--- src/rtl/xfer_halt_pkg.sv ---
package xfer_halt_pkg;
  typedef enum logic [2:0] {
    HS_IDLE   = 3'd0,
    HS_ARMED  = 3'd1,
    HS_DRAIN  = 3'd2,
    HS_FLUSH  = 3'd3,
    HS_HALTED = 3'd4
  } halt_state_e;

  localparam logic [1:0] CAUSE_NONE = 2'b00;
  localparam logic [1:0] CAUSE_ERR  = 2'b01;
  localparam logic [1:0] CAUSE_ATN  = 2'b10;
  localparam logic [1:0] CAUSE_BOTH = 2'b11;
endpackage

--- src/rtl/halt_trigger.sv ---
module halt_trigger (
  input  logic       clk,
  input  logic       rst_n,
  input  logic       target_mode,
  input  logic       halt_disable,
  input  logic       err_pulse,
  input  logic       atn,
  input  logic       is_idle,
  input  logic       release_i,
  output logic       fire,
  output logic [1:0] cause
);
  import xfer_halt_pkg::*;

  assign fire = is_idle && target_mode && !halt_disable && (err_pulse || atn);

  always_ff @(posedge clk or negedge rst_n) begin
    if (!rst_n) begin
      cause <= CAUSE_NONE;
    end else if (fire) begin
      cause <= {atn, err_pulse};
    end else if (release_i) begin
      cause <= CAUSE_NONE;
    end
  end

  // outside idle and release, the recorded cause never moves
  a_r10_cause_hold: assert property (@(posedge clk) disable iff (!rst_n)
    (!is_idle && !release_i) |=> $stable(cause));
endmodule

--- src/rtl/grace_counter.sv ---
module grace_counter #(
  parameter int GRACE_MAX  = 3,
  parameter int IDLE_LIMIT = 8
) (
  input  logic clk,
  input  logic rst_n,
  input  logic active,
  input  logic byte_strobe,
  output logic done
);
  localparam int GW = (GRACE_MAX > 1) ? $clog2(GRACE_MAX) : 1;
  localparam int IW = (IDLE_LIMIT > 1) ? $clog2(IDLE_LIMIT) : 1;
  localparam logic [GW-1:0] G_LAST = GW'(GRACE_MAX - 1);
  localparam logic [IW-1:0] I_LAST = IW'(IDLE_LIMIT - 1);

  logic [GW-1:0] grace_q;
  logic [IW-1:0] quiet_q;

  assign done = active && ((byte_strobe && grace_q == G_LAST) ||
                           (!byte_strobe && quiet_q == I_LAST));

  always_ff @(posedge clk or negedge rst_n) begin
    if (!rst_n) begin
      grace_q <= '0;
      quiet_q <= '0;
    end else if (!active || done) begin
      grace_q <= '0;
      quiet_q <= '0;
    end else if (byte_strobe) begin
      grace_q <= grace_q + 1'b1;
      quiet_q <= '0;
    end else begin
      quiet_q <= quiet_q + 1'b1;
    end
  end

  // the grace count never passes its last legal value
  a_r6_grace_bound: assert property (@(posedge clk) disable iff (!rst_n)
    grace_q <= G_LAST);
  // the idle count resets whenever the block leaves the armed window
  a_r7_quiet_reset: assert property (@(posedge clk) disable iff (!rst_n)
    !active |=> (quiet_q == '0));
endmodule

--- src/rtl/halt_fsm.sv ---
module halt_fsm #(
  parameter int OFS_W = 5
) (
  input  logic                       clk,
  input  logic                       rst_n,
  input  logic                       fire,
  input  logic                       grace_done,
  input  logic                       sync_mode,
  input  logic                       rx_dir,
  input  logic [OFS_W-1:0]           offset_cnt,
  input  logic                       fifo_empty,
  input  logic                       clear_halt,
  output xfer_halt_pkg::halt_state_e state
);
  import xfer_halt_pkg::*;

  halt_state_e nxt;
  halt_state_e after_drain;

  assign after_drain = rx_dir ? HS_FLUSH : HS_HALTED;

  always_comb begin
    nxt = state;
    unique case (state)
      HS_IDLE:   if (fire) nxt = HS_ARMED;
      HS_ARMED:  if (grace_done) nxt = sync_mode ? HS_DRAIN : after_drain;
      HS_DRAIN:  if (offset_cnt == '0) nxt = after_drain;
      HS_FLUSH:  if (fifo_empty) nxt = HS_HALTED;
      HS_HALTED: if (clear_halt) nxt = HS_IDLE;
      default:   nxt = HS_IDLE;
    endcase
  end

  always_ff @(posedge clk or negedge rst_n) begin
    if (!rst_n) state <= HS_IDLE;
    else        state <= nxt;
  end

  // offsets still outstanding keep the drain step
  a_r8_drain_wait: assert property (@(posedge clk) disable iff (!rst_n)
    (state == HS_DRAIN && offset_cnt != '0) |=> state == HS_DRAIN);
  // the flush step holds while data remains
  a_r9_flush_wait: assert property (@(posedge clk) disable iff (!rst_n)
    (state == HS_FLUSH && !fifo_empty) |=> state == HS_FLUSH);
  // a halt is held until released
  a_r11_halt_hold: assert property (@(posedge clk) disable iff (!rst_n)
    (state == HS_HALTED && !clear_halt) |=> state == HS_HALTED);
endmodule

--- src/rtl/xfer_halt_ctrl.sv ---
module xfer_halt_ctrl #(
  parameter int OFS_W      = 5,
  parameter int GRACE_MAX  = 3,
  parameter int IDLE_LIMIT = 8
) (
  input  logic             clk,
  input  logic             rst_n,
  input  logic             target_mode,
  input  logic             halt_disable,
  input  logic             sync_mode,
  input  logic             rx_dir,
  input  logic             byte_strobe,
  input  logic             err_pulse,
  input  logic             atn,
  input  logic [OFS_W-1:0] offset_cnt,
  input  logic             fifo_empty,
  input  logic             clear_halt,
  output logic             stop_req,
  output logic             flush_req,
  output logic             halted,
  output logic [1:0]       halt_cause
);
  import xfer_halt_pkg::*;

  halt_state_e st;
  logic        fire;
  logic        grace_done;
  logic        release_w;

  assign release_w = (st == HS_HALTED) && clear_halt;

  halt_trigger u_trig (
    .clk          (clk),
    .rst_n        (rst_n),
    .target_mode  (target_mode),
    .halt_disable (halt_disable),
    .err_pulse    (err_pulse),
    .atn          (atn),
    .is_idle      (st == HS_IDLE),
    .release_i    (release_w),
    .fire         (fire),
    .cause        (halt_cause)
  );

  grace_counter #(.GRACE_MAX(GRACE_MAX), .IDLE_LIMIT(IDLE_LIMIT)) u_grace (
    .clk         (clk),
    .rst_n       (rst_n),
    .active      (st == HS_ARMED),
    .byte_strobe (byte_strobe),
    .done        (grace_done)
  );

  halt_fsm #(.OFS_W(OFS_W)) u_fsm (
    .clk        (clk),
    .rst_n      (rst_n),
    .fire       (fire),
    .grace_done (grace_done),
    .sync_mode  (sync_mode),
    .rx_dir     (rx_dir),
    .offset_cnt (offset_cnt),
    .fifo_empty (fifo_empty),
    .clear_halt (clear_halt),
    .state      (st)
  );

  assign stop_req  = (st == HS_DRAIN) || (st == HS_FLUSH) || (st == HS_HALTED);
  assign flush_req = (st == HS_FLUSH);
  assign halted    = (st == HS_HALTED);

  // disabled halting keeps the block idle
  a_r4_disabled_idle: assert property (@(posedge clk) disable iff (!rst_n)
    (st == HS_IDLE && halt_disable) |=> st == HS_IDLE);
  // initiator mode never arms
  a_r5_initiator_idle: assert property (@(posedge clk) disable iff (!rst_n)
    (st == HS_IDLE && !target_mode) |=> st == HS_IDLE);
  // any halt in progress carries a cause
  a_r2_cause_present: assert property (@(posedge clk) disable iff (!rst_n)
    (st != HS_IDLE) |-> (halt_cause != 2'b00));
  // a send never requests a flush
  a_r9_no_tx_flush: assert property (@(posedge clk) disable iff (!rst_n)
    (!rx_dir && $stable(rx_dir) && st == HS_ARMED) |=> !flush_req);
endmodule

--- config.mk ---
export PLATFORM = sky130hd
export DESIGN_NAME = xfer_halt_ctrl
export DESIGN_NICKNAME = d
export VERILOG_FILES = /design/src/rtl/xfer_halt_pkg.sv /design/src/rtl/halt_trigger.sv /design/src/rtl/grace_counter.sv /design/src/rtl/halt_fsm.sv /design/src/rtl/xfer_halt_ctrl.sv
export SDC_FILE = /design/constraint.sdc
export NUM_CORES = 1
export LEC_CHECK = 0
export ABC_AREA = 1
export BUFFER_PORTS_ARGS = -buffer_cell sky130_fd_sc_hd__buf_2
export CAP_MARGIN = 25
export CORE_AREA = 5 5 42 44
export DETAILED_ROUTE_END_ITERATION = 10
export DIE_AREA = 0 0 47 49
export GPL_ROUTABILITY_DRIVEN = 0
export HOLD_SLACK_MARGIN = 0.15
export PLACE_DENSITY = 0.78
export SKIP_LAST_GASP = 1
export SLEW_MARGIN = 40
export SYNTH_ARGS = -nofsm -noshare
export SYNTH_HDL_FRONTEND = slang
export SYNTH_SLANG_ARGS = --single-unit
--- constraint.sdc ---
create_clock -name clk -period 4 [get_ports clk]
set_clock_uncertainty 0.05 [all_clocks]
set_input_delay 1.2 -clock clk [delete_from_list [all_inputs] [get_ports clk]]
set_output_delay 1.2 -clock clk [all_outputs]
set_load 0.03 [all_outputs]
== Word-level counts from Yosys, hierarchy flattened ==
Cells that the tools add are included.

* Equality and inequality tests: 11
* Add/sub/neg operators: 2
* Reductions and logical operators: 20
* Muxes and demuxes: 14

{| class="wikitable"
|+ Operators with widths
! operator !! number
|-
| $mux 3 || 9
|-
| $pmux 3 s5 || 1
|-
| $mux 2 || 4
|-
| $ne 2x2->1 const B || 4
|-
| $logic_and 1x1->1 || 7
|-
| $eq 3x2->1 const B || 2
|-
| $eq 3x3->1 const B || 2
|-
| $logic_not 5->1 || 1
|-
| $logic_or 1x1->1 || 5
|-
| $reduce_and 5->1 || 1
|-
| $reduce_bool 2->1 || 2
|-
| $add 3x1->3 const B || 1
|-
| $eq 3x1->1 const B || 1
|-
| $logic_not 1->1 || 3
|-
| $logic_not 3->1 || 1
|-
| $add 2x1->2 const B || 1
|-
| $eq 2x2->1 const B || 1
|-
| $ne 2x1->1 const B || 1
|}

* Register bits after elaboration: 10
* Bits of input ports: 16
* Word-level logic and storage cells: 51

== Depth between registers and ports, before layout ==
Gate-level depths: netlist of run 1.

* Depth in word-level cells: 6
* Mapped depth: 10
* Mapped depth without buffers: 10

== Hierarchy ==
Synthesis of run 1 repeated with hierarchy kept, for this count alone.

* Cell total of the unflattened synthesis: 105
* Area total of the unflattened synthesis: 704.4 µm²

{| class="wikitable"
|+ By module, submodules not included
! module !! sequential area each (µm²) !! times used !! area each (µm²) !! cells each
|-
| halt_fsm || 75.1 || 1 || 291.5 || 50
|-
| grace_counter || 125.1 || 1 || 247.7 || 27
|-
| halt_trigger || 50.0 || 1 || 110.1 || 16
|-
| xfer_halt_ctrl || 0.0 || 1 || 55.1 || 12
|}

== Least setup slack after synthesis of run 1 ==
No wires, ideal clock.

* Path kind: reg-to-output
* Start: reg u_fsm.state[0]
* End: out flush_req
* Arrival: 913 ps
* Path slack: 1,837 ps
* Stages on the path, launching flop included: 3
* Cell sequence: dfrtp_1 -> nand2_1 -> nor2_1

* Word-level cells in the longest chain between the ends: 1

{| class="wikitable"
|+ Ends and longest elaborated chain
! what !! line !! source
|-
| start: declaration || halt_fsm.sv:13 || <nowiki>output xfer_halt_pkg::halt_state_e state</nowiki>
|-
| start signal: assignment || halt_fsm.sv:36 || <nowiki>else state <= nxt;</nowiki>
|-
| $eq 3x2->1 || xfer_halt_ctrl.sv:67 || <nowiki>assign flush_req = (st == HS_FLUSH);</nowiki>
|-
| end: declaration || xfer_halt_ctrl.sv:19 || <nowiki>output logic flush_req,</nowiki>
|}

No other way between the ends.

== Worst setup path in the final report of run 1 ==
* Start: reg u_fsm.state[0]
* End: out halted

* Word-level cells in the longest chain between the ends: 1

{| class="wikitable"
|+ Ends and longest elaborated chain
! what !! line !! source
|-
| $eq 3x3->1 || xfer_halt_ctrl.sv:68 || <nowiki>assign halted = (st == HS_HALTED);</nowiki>
|-
| end: declaration || xfer_halt_ctrl.sv:20 || <nowiki>output logic halted,</nowiki>
|}

No other way between the ends.

==> results of run 1 <==
worst paths after layout:
check	start	to	slack, ns	depth (start not counted)
max	u_fsm.state[0]$_DFFE_PN0P_	halted	1.49	4
min	u_grace.quiet_q[0]$_DFF_PN0_	u_grace.quiet_q[0]$_DFF_PN0_	0.38	1
max reg2reg	u_grace.quiet_q[0]$_DFF_PN0_	u_fsm.state[1]$_DFFE_PN0P_	2.50	9
min reg2reg	u_grace.quiet_q[0]$_DFF_PN0_	u_grace.quiet_q[0]$_DFF_PN0_	0.38	1
max in group asynchronous	rst_n	u_fsm.state[0]$_DFFE_PN0P_	2.98	1
min in group asynchronous	rst_n	u_grace.grace_q[1]$_DFFE_PN0P_	0.72	1
synth_stat cells:
library cell	n	area [um2]
inv_1	13	48.8
a21oi_2	1	8.76
nand2_2	3	18.8
dfrtp_1	10	250
o31ai_1	1	7.51
nand2_1	28	105
nor2_1	12	45.0
ha_1	3	37.5
a21oi_1	2	10.0
o21bai_1	1	7.51
nor3_2	1	10.0
o21ai_0	2	10.0
nand3b_1	2	15.0
nand3_1	12	60.1
nor2_2	2	12.5
o21ai_1	1	5.00
inv_2	2	7.51
routing by layer:
metal  track usage [%]  routed length [um]  up-vias
met5                 0                   0        -
met4              7.37                  17        0
met3              6.27                 118        4
met2              24.7                 699       23
met1              16.8                 605      293
li1                  -                   -      356
state kept, by name (all words and copies together) (netlist names):
signal,count
u_trig.cause,2
u_grace.quiet_q,3
u_grace.grace_q,2
u_fsm.state,3
area by class of cell:
type	instances	area (um2)	area share (%)
repair buffers	20	100	12.3
flip-flops and latches	10	250	30.7
well taps	16	20.0	2.45
clock buffers	4	36.3	4.45
multi-input cells	71	353	43.3
inverters	15	56.3	6.90
cell usage in the layout (no fill, tap or decap):
cell / n
nand3b_1: 2
a21oi_2: 1
o31ai_1: 1
a21oi_1: 2
nor2_2: 2
clkbuf_4: 3
nand3_1: 12
nor2_1: 12
nor3_2: 1
dfrtp_1: 10
nand2_1: 28
inv_2: 2
o21bai_1: 1
clkbuf_8: 1
nand2_2: 3
inv_1: 13
ha_1: 3
o21ai_0: 2
buf_2: 20
o21ai_1: 1
kinds of logic (layout without fill, tap and decap cells):
| kind of cell | count (synthesis) | count (layout) | share of synthesized area, % |
|---|---|---|---|
| buffers and inverters | 15 | 39 | 8.54 |
| adder cells (fa/ha/maj) | 3 | 3 | 5.69 |
| AO/OA/AOI/OAI | 8 | 8 | 7.40 |
| AND/OR/NAND/NOR | 60 | 60 | 40.4 |
| flip-flops | 10 | 10 | 38.0 |
critical path, stage by stage (launching register included):
cell and delay (ns):
dfrtp_1 0.44, nor2_1 0.18, nand2_1 0.11, inv_1 0.08, buf_2 0.19
where the power goes:
| group | switching (mW) | internal [mW] |
|---|---|---|
| Clock | 0.0374 | 0.0552 |
| Sequential | 0.0301 | 0.135 |
| Combinational | 0.192 | 0.0956 |
| Total | 0.260 | 0.286 |
through the flow:
stage / std cells / total power, mW
floorplan: 96 / 0.382
global placement: 132 / 0.453
detailed placement: 132 / 0.456
CTS: 136 / 0.552
global route: 136 / 0.600
finish: 136 / 0.546
==> metrics.cfg, run 1 <==
[clock_tree]
clk_pin_slew_ns = 0.08
cts_root_buffer = clkbuf_4
htree_levels = 1
cts_hold_buf = 0
insertion_delay_ns = 0.27
cts_inserted_buffers = 3
clock_sinks = 10
cts_setup_buffers = 0
cts_tree = yes
ctsResizeCount = 0
clk_path_buf_depth = 2

[sta]
fmax_mhz = 398
tightestPinTransition_ns = 0.224
fin_hold_ws_ns = 0.383
final_max_slew_viol_count = 0
fin_crit_sh_pct = 62.7
setup_viol = 0
slew_headroom_pct = 85.1
layout_setup_ws_ns = 1.49
rsz0062_at_grt = false
finalCriticalPeriod_ns = 2.51
hold_violations = 0
tns_ns = 0

[grt]
overflow = 0
antenna_found_initial = 0
grt_usage_pct = 15.4
first_global_vias = 666
grt_max_degree = 11
grt_pass1_wl_um = 2540

[critical_path]
worstSetupPathType = flop to primary output
cp.arrival_ns = 1.26
start_kind = flop
crit_fanout = 6
crit_path_end_kind = primary output
cp.required_ns = 2.75

[placement]
dp_slack_ns = 1.78
placed_area_um2 = 779
dp_hpwl_um = 1220
portBuffers = 20

[floorplan]
die_x_um = 47
ios = 21
start_util_pct = 47.1
placeableCoreArea_mm2 = 0.00140
dieHeight_um = 49
std_cell_rows = 14
dieArea_mm2 = 0.00230

[cells_and_area]
fillers = 149
fin_area_um2 = 816
antenna_cells = 0
nets = 140
postLayoutCoreUtil_pct = 58.2
area_growth_pct = 23.7
drive_above_1_share_pct = 27.5

[routing]
drt_iter0_markers = 7
drcViolationCount = 0
drtPass1Iterations = 3
route.antenna.remaining_nets = 0
drt-total-wl_um = 1440
vias = 676
wl_per_cell_um = 10.6
via_per_inst = 4.97

[power]
ir_drop_mv = 0.313
p_leak_nw = 0.480
powerDensity_mw_per_mm2 = 669

[logic_synthesis]
ys_seq_area_share_pct = 38.0
syn_area_per_cell_um2 = 6.87
synthCells = 96
synth-seq-cells = 10
ys_warn_count = 0
synthesis.nets = 115
netlist_area_um2 = 659
synthDistinctLibCells = 17

[run_status]
outcome = completed

[flow_run]
maxCapViolations = 0

[hold_path]
hold_class = flop to flop

Power figures use the tool's default switching activity.
==> inputs of run 2 (changes only) <==
--- a/config.mk
+++ b/config.mk
@@ -8,12 +8,12 @@
 export ABC_AREA = 1
 export BUFFER_PORTS_ARGS = -buffer_cell sky130_fd_sc_hd__buf_2
 export CAP_MARGIN = 25
-export CORE_AREA = 5 5 42 44
+export CORE_MARGIN = 5
+export CORE_UTILIZATION = 48
 export DETAILED_ROUTE_END_ITERATION = 10
-export DIE_AREA = 0 0 47 49
 export GPL_ROUTABILITY_DRIVEN = 0
 export HOLD_SLACK_MARGIN = 0.15
-export PLACE_DENSITY = 0.78
+export PLACE_DENSITY = 0.76
 export SKIP_LAST_GASP = 1
 export SLEW_MARGIN = 40
 export SYNTH_ARGS = -nofsm -noshare
==> constraint.sdc (replaced) <==
create_clock -name clk -period 2.46 [get_ports clk]
set_clock_uncertainty 0.05 [all_clocks]
set_input_delay 0.738 -clock clk [delete_from_list [all_inputs] [get_ports clk]]
set_output_delay 0.738 -clock clk [all_outputs]
set_load 0.03 [all_outputs]
==> run 2 against run 1 <==
  * Largest power group unchanged
  * Count of clock-buffer cells in the layout stayed put
  * Hold slack lost 0.13 ns
  * Via count down 1.2%
  * Critical endpoint unchanged
  * Sequential cell count did not move
  * Critical path type unchanged
  * Clock power grew 59%
  * Design area shrank 0.15%
  * Final cell count fell by 0.74%
  * Non-clock buffer count is the same
  * Setup slack worse by 1.1 ns
  * Sequential share of layout area about the same
  * Critical path depth is the same
==> metrics.cfg, run 2 (synthesis gave the netlist of run 1 again) <==
[run_status]
outcome = completed

[clock_tree]
clk_pin_slew_ns = 0.06
cts_setup_buffers = 0
htree_levels = 1
ctsResizeCount = 0
clock_sinks = 10
cts_inserted_buffers = 3
insertion_delay_ns = 0.27
cts_tree = yes
clk_path_buf_depth = 2
cts_root_buffer = clkbuf_4
cts_hold_buf = 0

[power]
p_comb_share_pct = 53.7
power.total_mw = 0.895
netSwitchingPower_mw = 0.429
ir_drop_mv = 0.584
power_frac_clock_pct = 16.4
internal-power_mw = 0.466
p_leak_nw = 0.480
powerDensity_mw_per_mm2 = 1100
pwr-share-seq_pct = 29.9
sw_frac_of_total_pct = 47.9

[cells_and_area]
top_regs = u_fsm.state (3), u_grace.quiet_q (3)
final_common_cell = nand2_1
nets = 140
antenna_cells = 0
drive_above_1_share_pct = 27.5
fillers = 127
postLayoutCoreUtil_pct = 62.6
area_growth_pct = 23.5
final_cell_mix = nand2_1 (28), buf_2 (20), inv_1 (13)

[flow_run]
maxCapViolations = 0

[sta]
layout_setup_ws_ns = 0.396
slew_headroom_pct = 83.0
hold_violations = 0
fin_crit_sh_pct = 83.9
fmax_mhz = 485
tns_ns = 0
setup_viol = 0
rsz0062_at_grt = false
finalCriticalPeriod_ns = 2.06
final_max_slew_viol_count = 0
tightestPinTransition_ns = 0.254
fin_hold_ws_ns = 0.258

[floorplan]
dieHeight_um = 47.1
dieArea_mm2 = 0.00222
placeableCoreArea_mm2 = 0.00130
die_x_um = 47.1
start_util_pct = 50.7
ios = 21
std_cell_rows = 13

[grt]
grt_pass1_wl_um = 2590
grt_max_degree = 11
overflow = 0
grt_usage_pct = 17.7
first_global_vias = 631
antenna_found_initial = 0

[placement]
portBuffers = 20
dp_slack_ns = 0.703
dp_hpwl_um = 1220

[critical_path]
worstSetupPathType = flop to primary output
cp.required_ns = 1.67
crit_path_end_kind = primary output
cp.arrival_ns = 1.28
crit_fanout = 6
start_kind = flop

[routing]
wl_per_cell_um = 11.1
drt-total-wl_um = 1500
drtPass1Iterations = 4
drcViolationCount = 0
vias = 668
route.antenna.remaining_nets = 0
drt_iter0_markers = 12
via_per_inst = 4.95

[hold_path]
hold_class = input port to asynchronous set/reset pin

[run 2: final cells by class]
type / count / area, um2 / share of cell area (%)
inverter: 15 / 56.3 / 6.91
timing repair buffer: 20 / 100 / 12.3
tap: 15 / 18.8 / 2.30
sequential: 10 / 250 / 30.7
clock buffer: 4 / 36.3 / 4.45
multi-input combinational: 71 / 353 / 43.3
[run 2: worst paths after layout]
kind                                              startpoint                              to  slack, ns  depth (start not counted)
worst min-delay path                                   rst_n  u_grace.grace_q[0]$_DFFE_PN0P_       0.26                          1
worst min register to register  u_grace.quiet_q[0]$_DFF_PN0_    u_grace.quiet_q[0]$_DFF_PN0_       0.39                          1
worst max register to register  u_grace.quiet_q[0]$_DFF_PN0_      u_fsm.state[1]$_DFFE_PN0P_       0.94                          9
max in group asynchronous                              rst_n     u_trig.cause[1]$_DFFE_PN0P_       1.91                          1
worst max-delay path              u_fsm.state[0]$_DFFE_PN0P_                          halted       0.40                          4
min in group clk                u_grace.quiet_q[0]$_DFF_PN0_    u_grace.quiet_q[0]$_DFF_PN0_       0.39                          1
[run 2: worst max-delay path, stage by stage, from the launching register on]
cell,delay [ns]
dfrtp_1,0.43
nor2_1,0.18
nand2_1,0.11
inv_1,0.08
buf_2,0.19
[run 2: metrics by stage]
stage / cell area, um2 / std cells
floorplan: 659 / 96
global placement: 778 / 131
detailed placement: 778 / 131
CTS: 815 / 135
global route: 815 / 135
finish: 815 / 135
[run 2: power groups by stage]
stage / sequential [mW] / combinational, mW / clock, mW
floorplan: 0.290 / 0.331 / 0
global placement: 0.266 / 0.473 / 0
detailed placement: 0.269 / 0.479 / 0
CTS: 0.266 / 0.481 / 0.154
global route: 0.277 / 0.544 / 0.166
finish: 0.267 / 0.480 / 0.147
[run 2: routing by layer]
metal	global-route usage (%)	part of all wire [%]
met5	0	0
met4	10.5	2.2
met3	7.28	5.3
met2	26.8	47
met1	20.9	45
==> inputs of run 3 (changes only) <==
--- a/config.mk
+++ b/config.mk
@@ -5,15 +5,15 @@
 export SDC_FILE = /design/constraint.sdc
 export NUM_CORES = 1
 export LEC_CHECK = 0
-export ABC_AREA = 1
+export ABC_AREA = 0
 export BUFFER_PORTS_ARGS = -buffer_cell sky130_fd_sc_hd__buf_2
 export CAP_MARGIN = 25
 export CORE_MARGIN = 5
-export CORE_UTILIZATION = 48
+export CORE_UTILIZATION = 47
 export DETAILED_ROUTE_END_ITERATION = 10
 export GPL_ROUTABILITY_DRIVEN = 0
 export HOLD_SLACK_MARGIN = 0.15
-export PLACE_DENSITY = 0.76
+export PLACE_DENSITY = 0.75
 export SKIP_LAST_GASP = 1
 export SLEW_MARGIN = 40
 export SYNTH_ARGS = -nofsm -noshare
==> constraint.sdc (replaced) <==
create_clock -name clk -period 2.1 [get_ports clk]
set_clock_uncertainty 0.05 [all_clocks]
set_input_delay 0.63 -clock clk [delete_from_list [all_inputs] [get_ports clk]]
set_output_delay 0.63 -clock clk [all_outputs]
set_load 0.03 [all_outputs]
==> run 3 against run 2 <==
  * Utilization down 3.6 points
  * Sequential power increased by 25%
  * Register-to-register slack lost 0.37 ns
  * First-iteration DRC count decreased by 8.3%
  * Critical path depth rose by 1
  * Non-clock buffer count is the same
  * Area after synthesis fell by 5.1%
  * Sequential cell count did not move
  * Via count down 19%
  * Count of clock-buffer cells in the layout fell by 1
  * Largest cell class unchanged
==> metrics.cfg, run 3 <==
[run_status]
outcome = completed

[power]
sw_frac_of_total_pct = 43.5
internal-power_mw = 0.486
pwr-share-seq_pct = 38.7
netSwitchingPower_mw = 0.375
power_frac_clock_pct = 13.8
p_leak_nw = 0.399
p_comb_share_pct = 47.4
powerDensity_mw_per_mm2 = 1140
power.total_mw = 0.861
ir_drop_mv = 0.461

[sta]
tns_ns = 0
slew_headroom_pct = 71.9
fmax_mhz = 499
layout_setup_ws_ns = 0.0951
hold_violations = 0
tightestPinTransition_ns = 0.418
fin_crit_sh_pct = 95.5
rsz0062_at_grt = false
setup_viol = 0
final_max_slew_viol_count = 0
finalCriticalPeriod_ns = 2.00
fin_hold_ws_ns = 0.170

[logic_synthesis]
synth_top_area_cell = dfrtp_1
synth_most_common_cell = dfrtp_1
synthesis.nets = 85
synth_edf_count = 0
ys_seq_area_share_pct = 40.0
ys_warn_count = 0
synthTopCellsByCount = dfrtp_1 (10), nand2_1 (7), nor2_1 (6)
syn_area_per_cell_um2 = 9.48
synth-seq-cells = 10
synthFlopType = dfrtp_1
synthTopCellsByArea = dfrtp_1 (40%), ha_1 (6.0%), nand2_1 (4.2%)
synthDistinctLibCells = 30
synthArstFlopShare_pct = 100
synthCells = 66
netlist_area_um2 = 626
synth.top_cell.area_share_pct = 40.0

[clock_tree]
htree_levels = 1
clk_path_buf_depth = 2
cts_tree = yes
clock_sinks = 10
insertion_delay_ns = 0.25
clk_pin_slew_ns = 0.06
cts_setup_buffers = 0
cts_inserted_buffers = 3
cts_root_buffer = clkbuf_4
cts_hold_buf = 0

[routing]
drt_iter0_markers = 11
via_per_inst = 5.38
drcViolationCount = 0
vias = 543
route.antenna.remaining_nets = 0
drtPass1Iterations = 4
wl_per_cell_um = 12.9
drt-total-wl_um = 1300

[grt]
overflow = 0
grt_pass1_wl_um = 2010
antenna_found_initial = 0
first_global_vias = 528
grt_usage_pct = 13.6
grt_max_degree = 11

[cells_and_area]
final_common_cell = buf_2
area_growth_pct = 21.2
nets = 107
multi_input_area_um2 = 347
ff_latch_area_um2 = 251
drive_above_1_share_pct = 39.5
postLayoutCoreUtil_pct = 59.0
fillers = 122
final_cell_mix = buf_2 (20), dfrtp_1 (9), nand2_1 (7)
top_regs = u_fsm.state (3), u_grace.quiet_q (3)
antenna_cells = 0

[floorplan]
die_x_um = 46.5
ios = 21
start_util_pct = 48.7
dieHeight_um = 46.5
dieArea_mm2 = 0.00216
placeableCoreArea_mm2 = 0.00128
std_cell_rows = 13

[critical_path]
start_kind = flop
crit_path_end_kind = primary output
cp.required_ns = 1.42
worstSetupPathType = flop to primary output
cp.arrival_ns = 1.32
crit_fanout = 10

[placement]
dp_hpwl_um = 1070
dp_slack_ns = 0.123
portBuffers = 20

[hold_path]
hold_class = input port to asynchronous set/reset pin

[flow_run]
maxCapViolations = 0

## run 3: cell count changes after synthesis, moves of 3 or more
cell and change:
nor2_1 -6, nand2_1 -21, nand2_2 -3, nand3_1 -8, inv_1 -8
## run 3: worst paths after layout
path                       cells after the start                            to  slack, ns                         start
setup / recovery                               5                      stop_req        0.1    u_fsm.state[1]$_DFFE_PN0P_
hold reg to reg                                1  u_grace.quiet_q[0]$_DFF_PN0_       0.40  u_grace.quiet_q[0]$_DFF_PN0_
min in group clk                               1  u_grace.quiet_q[0]$_DFF_PN0_       0.40  u_grace.quiet_q[0]$_DFF_PN0_
max in group asynchronous                      1    u_fsm.state[1]$_DFFE_PN0P_       1.63                         rst_n
hold / removal                                 1   u_trig.cause[0]$_DFFE_PN0P_       0.17                         rst_n
setup reg to reg                               5    u_fsm.state[2]$_DFFE_PN0P_       0.57  u_grace.quiet_q[0]$_DFF_PN0_
## run 3: worst max-delay path: stages (launching register included)
cell and delay (ns):
dfrtp_2 0.47, nor2_2 0.17, nand2_1 0.08, inv_1 0.09, a21o_1 0.08, buf_2 0.18
## run 3: layout make-up
type	count	share of cell area [%]
multi-input cells	48	45.7
flip-flops and latches	10	33.2
repair buffers	20	13.2
clock buffers	3	2.97
inverters	5	2.48
well taps	15	2.48
## run 3: through the flow
stage	instances	instance area [um2]
floorplan	66	626
global placement	98	732
detailed placement	98	732
CTS	101	754
global route	101	758
finish	101	758
## run 3: power by group through the flow
stage | Clock [mW] | Sequential (mW) | Combinational (mW)
after global placement | 0 | 0.329 | 0.402
after CTS | 0.129 | 0.329 | 0.411
final | 0.119 | 0.334 | 0.409
after global routing | 0.136 | 0.342 | 0.452
after floorplan | 0 | 0.318 | 0.315
after detailed placement | 0 | 0.332 | 0.410
## run 3: logic make-up after synthesis
group | share of synthesized area (%)
AND/OR/NAND/NOR | 26.2
flip-flops | 40.0
buffers and inverters | 5.00
XOR/XNOR | 1.40
AO/OA/AOI/OAI | 16.4
adder cells (fa/ha/maj) | 6.00
multiplexers | 5.00
## run 3: timing repair
| item | in CTS | in global routing |
|---|---|---|
| setup endpoints to repair | 0 | 2 |
| gates resized for setup | 0 | 2 |
| endpoints found under the hold margin | 0 | 0 |
## run 3: metal layers
metal	global-route usage [%]	share of wire, %	vias up
li1	-	-	277
met5	0	0	-
met2	20.9	49	15
met4	12.5	2.0	0
met3	2.34	7.7	4
met1	15.6	42	247
